<file path="config.mk">
export PLATFORM = sky130hd
export DESIGN_NAME = otp_seq_top
export DESIGN_NICKNAME = d
export VERILOG_FILES = /design/src/rtl/otp_seq_pkg.sv /design/src/rtl/otp_seq_dp.sv /design/src/rtl/otp_seq_ctrl.sv /design/src/rtl/otp_seq_top.sv
export SDC_FILE = /design/constraint.sdc
export NUM_CORES = 1
export LEC_CHECK = 0
export ABC_AREA = 1
export BUFFER_PORTS_ARGS = -buffer_cell sky130_fd_sc_hd__buf_2
export CAP_MARGIN = 5
export CORE_UTILIZATION = 59
export CTS_CLUSTER_DIAMETER = 60
export CTS_CLUSTER_SIZE = 24
export DETAILED_ROUTE_END_ITERATION = 8
export MAX_ROUTING_LAYER = met4
export PLACE_DENSITY = 0.87
export SETUP_SLACK_MARGIN = 0.1
export SKIP_LAST_GASP = 1
export SLEW_MARGIN = 15
export SYNTH_ARGS = -nofsm -noshare
export SYNTH_HDL_FRONTEND = slang
export SYNTH_HIERARCHICAL = 1
export SYNTH_SLANG_ARGS = --single-unit
</file>
<file path="constraint.sdc">
create_clock -name clk -period 3.5 [get_ports clk]
set_input_delay 0.875 -clock clk [delete_from_list [all_inputs] [get_ports clk]]
set_output_delay 0.875 -clock clk [all_outputs]
set_load 0.01 [all_outputs]
</file>
<file path="src/rtl/otp_seq_pkg.sv">
package otp_seq_pkg;

  typedef enum logic [2:0] {
    TM_SETUP,
    TM_PULSE,
    TM_HOLD,
    TM_READ,
    TM_SUPPLY
  } tmrSel_e;

  typedef enum logic [1:0] {
    PH_BURN,
    PH_VERIFY,
    PH_FINAL
  } phase_e;

  typedef struct packed {
    logic    addrClr;
    logic    addrInc;
    logic    tmrLoad;
    tmrSel_e tmrSel;
    logic    retryClr;
    logic    retryInc;
    logic    dataLoad;
    logic    failLatch;
    logic    failClr;
  } ctlStrobe_t;

endpackage

</file>
<file path="src/rtl/otp_seq_dp.sv">
module otp_seq_dp
  import otp_seq_pkg::*;
#(
  parameter int DEPTH      = 131072,
  parameter int ADDR_W     = 17,
  parameter int DATA_W     = 8,
  parameter int PULSE_CYC  = 25000,
  parameter int SETUP_CYC  = 500,
  parameter int HOLD_CYC   = 500,
  parameter int READ_CYC   = 38,
  parameter int SUPPLY_CYC = 500,
  parameter int MAX_PULSES = 10
) (
  input  logic              clk,
  input  logic              rstN,
  input  ctlStrobe_t        stb,
  input  logic [DATA_W-1:0] srcData,
  input  logic [DATA_W-1:0] memDin,
  output logic [ADDR_W-1:0] addr,
  output logic [DATA_W-1:0] dataReg,
  output logic              addrLast,
  output logic              tmrDone,
  output logic              retryMax,
  output logic              match,
  output logic              failFlag,
  output logic [ADDR_W-1:0] failAddr
);

  localparam int TMAX_A  = (PULSE_CYC > SETUP_CYC) ? PULSE_CYC : SETUP_CYC;
  localparam int TMAX_B  = (HOLD_CYC > READ_CYC) ? HOLD_CYC : READ_CYC;
  localparam int TMAX_C  = (TMAX_A > TMAX_B) ? TMAX_A : TMAX_B;
  localparam int TMR_MAX = (TMAX_C > SUPPLY_CYC) ? TMAX_C : SUPPLY_CYC;
  localparam int TMR_W   = $clog2(TMR_MAX + 1);
  localparam int RTY_W   = $clog2(MAX_PULSES + 1);

  logic [TMR_W-1:0] tmr;
  logic [TMR_W-1:0] tmrLoadVal;
  logic [RTY_W-1:0] retryCnt;

  // Address walker
  always_ff @(posedge clk) begin
    if (!rstN)            addr <= '0;
    else if (stb.addrClr) addr <= '0;
    else if (stb.addrInc) addr <= addr + 1'b1;
  end
  assign addrLast = (addr == ADDR_W'(DEPTH - 1));

  // Interval timer, loaded with length-1 so a state lasts exactly length cycles
  always_comb begin
    unique case (stb.tmrSel)
      TM_PULSE:  tmrLoadVal = TMR_W'(PULSE_CYC - 1);
      TM_HOLD:   tmrLoadVal = TMR_W'(HOLD_CYC - 1);
      TM_READ:   tmrLoadVal = TMR_W'(READ_CYC - 1);
      TM_SUPPLY: tmrLoadVal = TMR_W'(SUPPLY_CYC - 1);
      default:   tmrLoadVal = TMR_W'(SETUP_CYC - 1);
    endcase
  end

  always_ff @(posedge clk) begin
    if (!rstN)            tmr <= '0;
    else if (stb.tmrLoad) tmr <= tmrLoadVal;
    else if (tmr != '0)   tmr <= tmr - 1'b1;
  end
  assign tmrDone = (tmr == '0);

  // Second-walk pulse counter
  always_ff @(posedge clk) begin
    if (!rstN)             retryCnt <= '0;
    else if (stb.retryClr) retryCnt <= '0;
    else if (stb.retryInc) retryCnt <= retryCnt + 1'b1;
  end
  assign retryMax = (retryCnt == RTY_W'(MAX_PULSES));


  retry_bound_chk: assert property (@(posedge clk) disable iff (!rstN)
    stb.retryInc |-> !retryMax);

  // Intended byte and read-back comparison
  always_ff @(posedge clk) begin
    if (!rstN)             dataReg <= '0;
    else if (stb.dataLoad) dataReg <= srcData;
  end
  assign match = (memDin == dataReg);

  // Failure latch
  always_ff @(posedge clk) begin
    if (!rstN) begin
      failFlag <= 1'b0;
      failAddr <= '0;
    end else if (stb.failClr) begin
      failFlag <= 1'b0;
    end else if (stb.failLatch) begin
      failFlag <= 1'b1;
      failAddr <= addr;
    end
  end


  fail_hold_chk: assert property (@(posedge clk) disable iff (!rstN)
    (failFlag && !stb.failClr && !stb.failLatch) |=> (failFlag && $stable(failAddr)));


  addr_wrap_chk: assert property (@(posedge clk) disable iff (!rstN)
    stb.addrInc |-> !addrLast);

endmodule

</file>
<file path="src/rtl/otp_seq_ctrl.sv">
module otp_seq_ctrl
  import otp_seq_pkg::*;
(
  input  logic       clk,
  input  logic       rstN,
  input  logic       start,
  input  logic       srcValid,
  input  logic       vccAck,
  input  logic       vppAck,
  input  logic       addrLast,
  input  logic       tmrDone,
  input  logic       retryMax,
  input  logic       match,
  input  logic       failFlag,
  output ctlStrobe_t stb,
  output logic       srcReq,
  output logic       memCeN,
  output logic       memOeN,
  output logic       memPgmN,
  output logic       memDrive,
  output logic       vccReq,
  output logic       vppReq,
  output logic       busy,
  output logic       done
);

  typedef enum logic [4:0] {
    S_IDLE, S_VCC_UP, S_VCC_SET, S_VPP_UP, S_VPP_SET,
    S_FETCH, S_PG_SETUP, S_PG_PULSE, S_PG_HOLD,
    S_VF_READ, S_VF_CHECK, S_NEXT,
    S_VPP_DN, S_VPP_CLR, S_VCC_DN, S_VCC_CLR, S_FINISH
  } state_e;

  state_e st, stNext;
  phase_e ph, phNext;
  logic   vccNext, vppNext;

  always_comb begin
    stb     = '0;
    stNext  = st;
    phNext  = ph;
    vccNext = vccReq;
    vppNext = vppReq;
    unique case (st)
      S_IDLE, S_FINISH: begin
        if (start) begin
          stb.failClr = 1'b1;
          stb.addrClr = 1'b1;
          phNext      = PH_BURN;
          vccNext     = 1'b1;
          stNext      = S_VCC_UP;
        end
      end
      S_VCC_UP: begin
        if (vccAck) begin
          stb.tmrLoad = 1'b1;
          stb.tmrSel  = TM_SUPPLY;
          stNext      = S_VCC_SET;
        end
      end
      S_VCC_SET: begin
        if (tmrDone) begin
          vppNext = 1'b1;
          stNext  = S_VPP_UP;
        end
      end
      S_VPP_UP: begin
        if (vppAck) begin
          stb.tmrLoad = 1'b1;
          stb.tmrSel  = TM_SUPPLY;
          stNext      = S_VPP_SET;
        end
      end
      S_VPP_SET: begin
        if (tmrDone) stNext = S_FETCH;
      end
      S_FETCH: begin
        if (srcValid) begin
          stb.dataLoad = 1'b1;
          stb.retryClr = 1'b1;
          stb.tmrLoad  = 1'b1;
          if (ph == PH_BURN) begin
            stb.tmrSel = TM_SETUP;
            stNext     = S_PG_SETUP;
          end else begin
            stb.tmrSel = TM_READ;
            stNext     = S_VF_READ;
          end
        end
      end
      S_PG_SETUP: begin
        if (tmrDone) begin
          stb.tmrLoad = 1'b1;
          stb.tmrSel  = TM_PULSE;
          stNext      = S_PG_PULSE;
        end
      end
      S_PG_PULSE: begin
        if (tmrDone) begin
          stb.tmrLoad = 1'b1;
          stb.tmrSel  = TM_HOLD;
          stNext      = S_PG_HOLD;
        end
      end
      S_PG_HOLD: begin
        if (tmrDone) begin
          if (ph == PH_BURN) begin
            stNext = S_NEXT;
          end else begin
            stb.tmrLoad = 1'b1;
            stb.tmrSel  = TM_READ;
            stNext      = S_VF_READ;
          end
        end
      end
      S_VF_READ: begin
        if (tmrDone) stNext = S_VF_CHECK;
      end
      S_VF_CHECK: begin
        if (match) begin
          stNext = S_NEXT;
        end else if (ph == PH_FINAL) begin
          stb.failLatch = 1'b1;
          stNext        = S_FINISH;
        end else if (retryMax) begin
          stb.failLatch = 1'b1;
          vppNext       = 1'b0;
          stNext        = S_VPP_DN;
        end else begin
          stb.retryInc = 1'b1;
          stb.tmrLoad  = 1'b1;
          stb.tmrSel   = TM_SETUP;
          stNext       = S_PG_SETUP;
        end
      end
      S_NEXT: begin
        if (addrLast) begin
          stb.addrClr = 1'b1;
          unique case (ph)
            PH_BURN: begin
              phNext = PH_VERIFY;
              stNext = S_FETCH;
            end
            PH_VERIFY: begin
              vppNext = 1'b0;
              stNext  = S_VPP_DN;
            end
            default: stNext = S_FINISH;
          endcase
        end else begin
          stb.addrInc = 1'b1;
          stNext      = S_FETCH;
        end
      end
      S_VPP_DN: begin
        if (!vppAck) begin
          stb.tmrLoad = 1'b1;
          stb.tmrSel  = TM_SUPPLY;
          stNext      = S_VPP_CLR;
        end
      end
      S_VPP_CLR: begin
        if (tmrDone) begin
          vccNext = 1'b0;
          stNext  = S_VCC_DN;
        end
      end
      S_VCC_DN: begin
        if (!vccAck) begin
          stb.tmrLoad = 1'b1;
          stb.tmrSel  = TM_SUPPLY;
          stNext      = S_VCC_CLR;
        end
      end
      S_VCC_CLR: begin
        if (tmrDone) begin
          if (failFlag) begin
            stNext = S_FINISH;
          end else begin
            phNext = PH_FINAL;
            stNext = S_FETCH;
          end
        end
      end
      default: stNext = S_IDLE;
    endcase
  end

  always_ff @(posedge clk) begin
    if (!rstN) begin
      st     <= S_IDLE;
      ph     <= PH_BURN;
      vccReq <= 1'b0;
      vppReq <= 1'b0;
    end else begin
      st     <= stNext;
      ph     <= phNext;
      vccReq <= vccNext;
      vppReq <= vppNext;
    end
  end

  assign busy     = (st != S_IDLE) && (st != S_FINISH);
  assign done     = (st == S_FINISH);
  assign srcReq   = (st == S_FETCH);
  assign memDrive = (st == S_PG_SETUP) || (st == S_PG_PULSE) || (st == S_PG_HOLD);
  assign memPgmN  = (st != S_PG_PULSE);
  assign memOeN   = !((st == S_VF_READ) || (st == S_VF_CHECK));
  assign memCeN   = !((st == S_FETCH) || (st == S_PG_SETUP) || (st == S_PG_PULSE) ||
                      (st == S_PG_HOLD) || (st == S_VF_READ) || (st == S_VF_CHECK) ||
                      (st == S_NEXT));


  pgm_cond_chk: assert property (@(posedge clk) disable iff (!rstN)
    !memPgmN |-> (!memCeN && memOeN && memDrive && vppAck));


  supply_order_chk: assert property (@(posedge clk) disable iff (!rstN)
    vppReq |-> (vccReq && vccAck));


  bus_contention_chk: assert property (@(posedge clk) disable iff (!rstN)
    memDrive |-> memOeN);


  burn_no_verify_chk: assert property (@(posedge clk) disable iff (!rstN)
    (busy && ph == PH_BURN) |-> memOeN);


  final_nominal_chk: assert property (@(posedge clk) disable iff (!rstN)
    (ph == PH_FINAL && !memOeN) |-> (!vccAck && !vppAck && !vccReq && !vppReq));


  src_hold_chk: assert property (@(posedge clk) disable iff (!rstN)
    (srcReq && !srcValid) |=> srcReq);

endmodule

</file>
<file path="src/rtl/otp_seq_top.sv">
module otp_seq_top
  import otp_seq_pkg::*;
#(
  parameter int DEPTH      = 131072,
  parameter int ADDR_W     = (DEPTH > 1) ? $clog2(DEPTH) : 1,
  parameter int DATA_W     = 8,
  parameter int PULSE_CYC  = 25000,
  parameter int SETUP_CYC  = 500,
  parameter int HOLD_CYC   = 500,
  parameter int READ_CYC   = 38,
  parameter int SUPPLY_CYC = 500,
  parameter int MAX_PULSES = 10
) (
  input  logic              clk,
  input  logic              rstN,
  input  logic              start,
  output logic              srcReq,
  output logic [ADDR_W-1:0] srcAddr,
  input  logic [DATA_W-1:0] srcData,
  input  logic              srcValid,
  output logic [ADDR_W-1:0] memAddr,
  output logic [DATA_W-1:0] memDout,
  output logic              memDrive,
  input  logic [DATA_W-1:0] memDin,
  output logic              memCeN,
  output logic              memOeN,
  output logic              memPgmN,
  output logic              vccHiReq,
  input  logic              vccHiAck,
  output logic              vppHiReq,
  input  logic              vppHiAck,
  output logic              busy,
  output logic              done,
  output logic              pass,
  output logic              fail,
  output logic [ADDR_W-1:0] failAddr
);

  ctlStrobe_t        stb;
  logic [ADDR_W-1:0] addr;
  logic [DATA_W-1:0] dataReg;
  logic              addrLast, tmrDone, retryMax, match, failFlag;

  otp_seq_ctrl u_ctrl (
    .clk      (clk),
    .rstN     (rstN),
    .start    (start),
    .srcValid (srcValid),
    .vccAck   (vccHiAck),
    .vppAck   (vppHiAck),
    .addrLast (addrLast),
    .tmrDone  (tmrDone),
    .retryMax (retryMax),
    .match    (match),
    .failFlag (failFlag),
    .stb      (stb),
    .srcReq   (srcReq),
    .memCeN   (memCeN),
    .memOeN   (memOeN),
    .memPgmN  (memPgmN),
    .memDrive (memDrive),
    .vccReq   (vccHiReq),
    .vppReq   (vppHiReq),
    .busy     (busy),
    .done     (done)
  );

  otp_seq_dp #(
    .DEPTH      (DEPTH),
    .ADDR_W     (ADDR_W),
    .DATA_W     (DATA_W),
    .PULSE_CYC  (PULSE_CYC),
    .SETUP_CYC  (SETUP_CYC),
    .HOLD_CYC   (HOLD_CYC),
    .READ_CYC   (READ_CYC),
    .SUPPLY_CYC (SUPPLY_CYC),
    .MAX_PULSES (MAX_PULSES)
  ) u_dp (
    .clk      (clk),
    .rstN     (rstN),
    .stb      (stb),
    .srcData  (srcData),
    .memDin   (memDin),
    .addr     (addr),
    .dataReg  (dataReg),
    .addrLast (addrLast),
    .tmrDone  (tmrDone),
    .retryMax (retryMax),
    .match    (match),
    .failFlag (failFlag),
    .failAddr (failAddr)
  );

  assign srcAddr = addr;
  assign memAddr = addr;
  assign memDout = dataReg;
  assign fail    = failFlag;
  assign pass    = done && !failFlag;


  pulse_stable_chk: assert property (@(posedge clk) disable iff (!rstN)
    (!memPgmN && $past(!memPgmN)) |-> ($stable(memAddr) && $stable(memDout)));


  src_addr_chk: assert property (@(posedge clk) disable iff (!rstN)
    (srcReq && !srcValid) |=> $stable(srcAddr));

endmodule

</file>
Word level (Yosys, flattened, before mapping)
Index checks and enable logic that the tools add are counted.

word-level totals
  register bits = 71
  input port bits = 22
  output and inout bits = 70
  word-level logic and storage cells = 166

cells by class
  add/sub/neg operators = 3
  eq/ne operators = 46
  multiplexer cells = 73
  bitwise gates (word level) = 2
  reduce and logical (&&, ||, !) cells = 32

operator list
  kind                   count
  $mux 5                 19
  $pmux 5 s16            1
  $mux 4                 13
  $eq 5x4->1 const B     8
  $ne 2x2->1 const B     19
  $pmux 4 s9             1
  $mux 15                2
  $pmux 15 s2            1
  $mux 1                 24
  $eq 5x3->1 const B     4
  $add 17x1->17 const B  1
  $eq 17x17->1 const B   1
  $logic_not 15->1       1
  $reduce_bool 15->1     1
  $sub 15x1->15 const B  1
  $mux 2                 7
  $reduce_and 14->1      1
  $eq 5x2->1 const B     2
  $pmux 5 s2             1
  $logic_or 1x1->1       9
  $eq 8x8->1             1
  $reduce_or 2->1        4
  $reduce_and 7->1       1
  $pmux 2 s3             1
  24 further kinds       32

Depth between registers and ports, before layout
  depth in word-level cells = 8
  depth in mapped cells = 18
  depth with buffers taken out = 17

Hierarchy
The synthesis kept the hierarchy.

by module, submodules not included
  module        instances  cells an instance  area an instance (sq um)  seq. area each (sq um)
  otp_seq_dp    1          399                2885.3                    1241.2
  otp_seq_ctrl  1          214                1086.0                    180.2
  otp_seq_top   1          19                 137.6                     0.0

Worst setup path after synthesis
Ideal clock, no wire load.

  path type = input to register
  start = input memDin[5]
  end = register u_dp.tmr[14]
  arrival = 2.469 ns
  data required time = 3.444 ns
  setup slack = 0.975 ns
  stages on the path = 15
  path buffers = 1
  cell sequence = xnor2_1 nand4_1 nor2_1 inv_1 nand2_1 nor3_1 nor3_1 nand4_1 clkbuf_1 nand3_1 nand2_2 inv_2 nand2_1 nand2_1 inv_1

RTL lines
  element                 RTL line           text
  start: declaration      otp_seq_top.sv:24  input logic [DATA_W-1:0] memDin,
  end signal: assignment  otp_seq_dp.sv:61   else if (stb.tmrLoad) tmr <= tmrLoadVal;
  end signal: assignment  otp_seq_dp.sv:62   else if (tmr != '0) tmr <= tmr - 1'b1;
  end: declaration        otp_seq_dp.sv:36   logic [TMR_W-1:0] tmr;

Final worst setup path
  start = register u_ctrl.st[3]
  end = output pass

between the ends
  cells in the longest elaborated chain, start to end = 2

ends and longest elaborated chain
  element                   RTL line             text
  start: declaration        otp_seq_ctrl.sv:34   state_e st, stNext;
  start signal: assignment  otp_seq_ctrl.sv:196  st <= stNext;
  $eq 5x5->1                otp_seq_ctrl.sv:204  assign done = (st == S_FINISH);
  $logic_and 1x1->1         otp_seq_top.sv:98    assign pass = done && !failFlag;
  end: declaration          otp_seq_top.sv:34    output logic pass,

No other way between the ends.

==> results.toml <==
[outcome]
status = "completed"

[die]
core_area_sq_um = 6760
num_io_pins = 92
num_rows = 30
die_w_um = 85.5
initial_core_util = 0.608
die_h_um = 85.5
die_area_sq_um = 7300

[worst_setup_path]
cp_max_fo = 10
worstPathArrival_ns = 1.89
start_kind = "flip-flop"
cp_cell_sequence = "nor2_2, nand2_1, nor2_1, inv_1, nor2_2, buf_2"
cp.required_ns = 2.62
criticalPathCategory = "flip-flop to output port"
cpPeakStageDelay_ns = 0.42
crit_slowest_cell = "dfxtp_1"
crit_top_cell = "nor2_2"
critPathCaptureType = "output port"

[power_and_ir_drop]
powerDensity_nw_per_um2 = 676
leakagePower_nw = 2.49
power_frac_clock = 0.256
netSwitchingPower_mw = 1.37
intPower_mw = 1.84
ir_worst_vdd_mv = 0.330
comb_power_share = 0.419
swShare = 0.428
seq_power_share = 0.325

[sta]
setup_viol = 0
rsz0062_at_grt = "false"
slew_headroom = 0.451
fin_crit_ns = 2.76
hold_viol = 0
fin_crit_sh = 0.789
final_max_slew_viol_count = 0
worstMarginPinSlew_ns = 0.821
skew_ns = 0.00932
setup_tns_ns = 0
fmax_ghz = 0.362

[logic_synthesis]
synth_flop_cell = "dfxtp_1"
async_reset_ff_frac = 0
synth-edff-count = 0
synth-seq-cells = 71
synth-seq-area-share = 0.346
syn_inst = 632
synth_area_leaders = "dfxtp_1, nand2_1, nor2_1, inv_1, a21oi_1"
synth_xor_xnor_area_share = 0.0277
yosysWarningCount = 6
synth_top_area_frac = 0.346
synth_top_area_cell = "dfxtp_1"
synth-compound-area-share = 0.121
avgSynthCellArea_sq_um = 6.50
synth_fa_ha_area_frac = 0.0152
synth_cell_types = 40
synth_top_family_by_area = "simple AND/OR/NAND/NOR gates"
synthSimpleGateAreaFrac = 0.368
synthMuxAreaShare = 0
syn_nets = 659
synth_area_sq_um = 4110

[global_routing]
grt_remaining_overflow = 0
grt_max_degree = 37
grt_pass1_wl_mm = 17.5
grt.total_usage = 0.305
antenna_found_initial = 0
first_global_vias = 3816

[cells_and_area]
drive_above_1_share = 0.213
antenna_cells = 0
nNetsFinal = 735
syn_to_final_growth_pct = 15.7
final_cell_count_no_fill = 793
final_cell_mix = "nand2_1, nor2_1, buf_2"
layout_commonest_cell = "nand2_1"

[clocking]
root_buffer = "clkbuf_8"
cts_tree = "yes"
cts_hold_buffers = 0
clk_pin_slew_ns = 0.08
cts_resized = 0
cts_sinks = 71
cts_htree_levels = 3
clockBufferDepth = 2
clock_latency_ns = 0.34
cts_made_buffers = 9
post_cts_buffers = 0

[place]
portBuffers = 91
place_congestion = 1.03
dp_hpwl_mm = 7.87
placed_cells = 777

[drt]
vias_per_cell = 5.38
post-route-drc-count = 0
final_antenna_net_count = 0
drt_pass1_iterations = 6
vias = 4264
wire_per_inst_um = 13.3
drtIter0Drc = 352
wl_mm = 10.6

[hold_path]
hold_class = "flip-flop to flip-flop"

[run]
drv_cap = 0
## flip-flops by register name, summed over array words and instances (netlist names)
register and flops:
u_dp/tmr 15, u_dp/retryCnt 4, u_dp/dataReg 8, u_ctrl/ph 2
u_ctrl/st 5, u_ctrl/vccReq 1, u_dp/failFlag 1, u_dp/addr 17
u_dp/failAddr 17, u_ctrl/vppReq 1
## metrics by stage
stage / setup slack (ns) / cell area (sq um) / total power [mW] / util / hold slack (ns)
2_1_floorplan: 0.975 / 4110 / 2.07 / - / 0.452
5_1_grt: 0.607 / 4760 / 3.44 / 0.704 / 0.521
3_3_place_gp: 0.697 / 4500 / 2.34 / 0.667 / 0.472
4_1_cts: 0.768 / 4760 / 3.21 / 0.704 / 0.497
3_5_place_dp: 0.604 / 4500 / 2.38 / 0.667 / 0.481
6_report: 0.738 / 4760 / 3.21 / 0.704 / 0.501
## worst max-delay path, delay by kind of cell, from the launching register on
kind	cells	cell delay, ns
DFF	1	0.42
and+or+nand+nor	4	0.93
buffers and inverters	2	0.20
## kinds of logic after synthesis
logic type | Yosys count
AOI/OAI and AO/OA | 95
xor gates and xnor gates | 13
adders and majority gates | 5
buffers and inverters | 112
DFF | 71
and+or+nand+nor | 336
## area by class of cell
class                           count  area [sq um]
Clock buffer                        9           124
Sequential cell                    71          1420
Timing Repair Buffer               95           485
Multi-Input combinational cell    449          2190
Tap cell                           80           100
Fill cell                         566          2000
Inverter                           82           308
Clock inverter                      7           128
## Yosys cell counts (2+ instances only)
| library cell | count |
|---|---|
| inv_2 | 13 |
| nor2_1 | 121 |
| o21ai_1 | 8 |
| clkbuf_1 | 5 |
| nand2_1 | 126 |
| xnor2_1 | 9 |
| inv_1 | 68 |
| nor2_4 | 3 |
| buf_4 | 19 |
| o21ai_0 | 38 |
| nor2_2 | 10 |
| nor3_1 | 10 |
| xor2_1 | 4 |
| nand3b_1 | 2 |
| a31oi_1 | 2 |
| nand3_1 | 34 |
| nand2_4 | 2 |
| dfxtp_1 | 71 |
| nand4_1 | 14 |
| nand2_2 | 6 |
| a21oi_1 | 39 |
| o22ai_1 | 2 |
| buf_2 | 5 |
| ha_1 | 5 |
## power groups by stage
stage | combinational (mW) | sequential, mW | clock [mW]
finish | 1.35 | 1.04 | 0.822
global route | 1.52 | 1.05 | 0.871
CTS | 1.33 | 1.04 | 0.835
detailed placement | 1.32 | 1.06 | 0
global placement | 1.29 | 1.05 | 0
floorplan | 1.06 | 1.01 | 0
## path summary, 6_finish.rpt
kind	from	to	slack [ns]	cells after the start
worst min-delay path	u_dp/tmr[10]	u_dp/tmr[10]	0.50	2
worst min register to register	u_dp/tmr[10]	u_dp/tmr[10]	0.50	2
worst max register to register	u_dp/tmr[0]	u_dp/tmr[1]	0.76	16
worst max-delay path	u_ctrl/st[3]	pass	0.74	6
## routing by layer
metal | up-vias | share of wire | track usage | routed length (um)
li1 | 2148 | - | - | -
met1 | 1947 | 0.46 | 0.389 | 4820
met2 | 158 | 0.48 | 0.502 | 5030
met3 | 11 | 0.059 | 0.0535 | 623
met4 | 0 | 0.0092 | 0.0727 | 97
met5 | - | 0 | - | 0
Note: power is estimated with default switching activity, not from simulation.
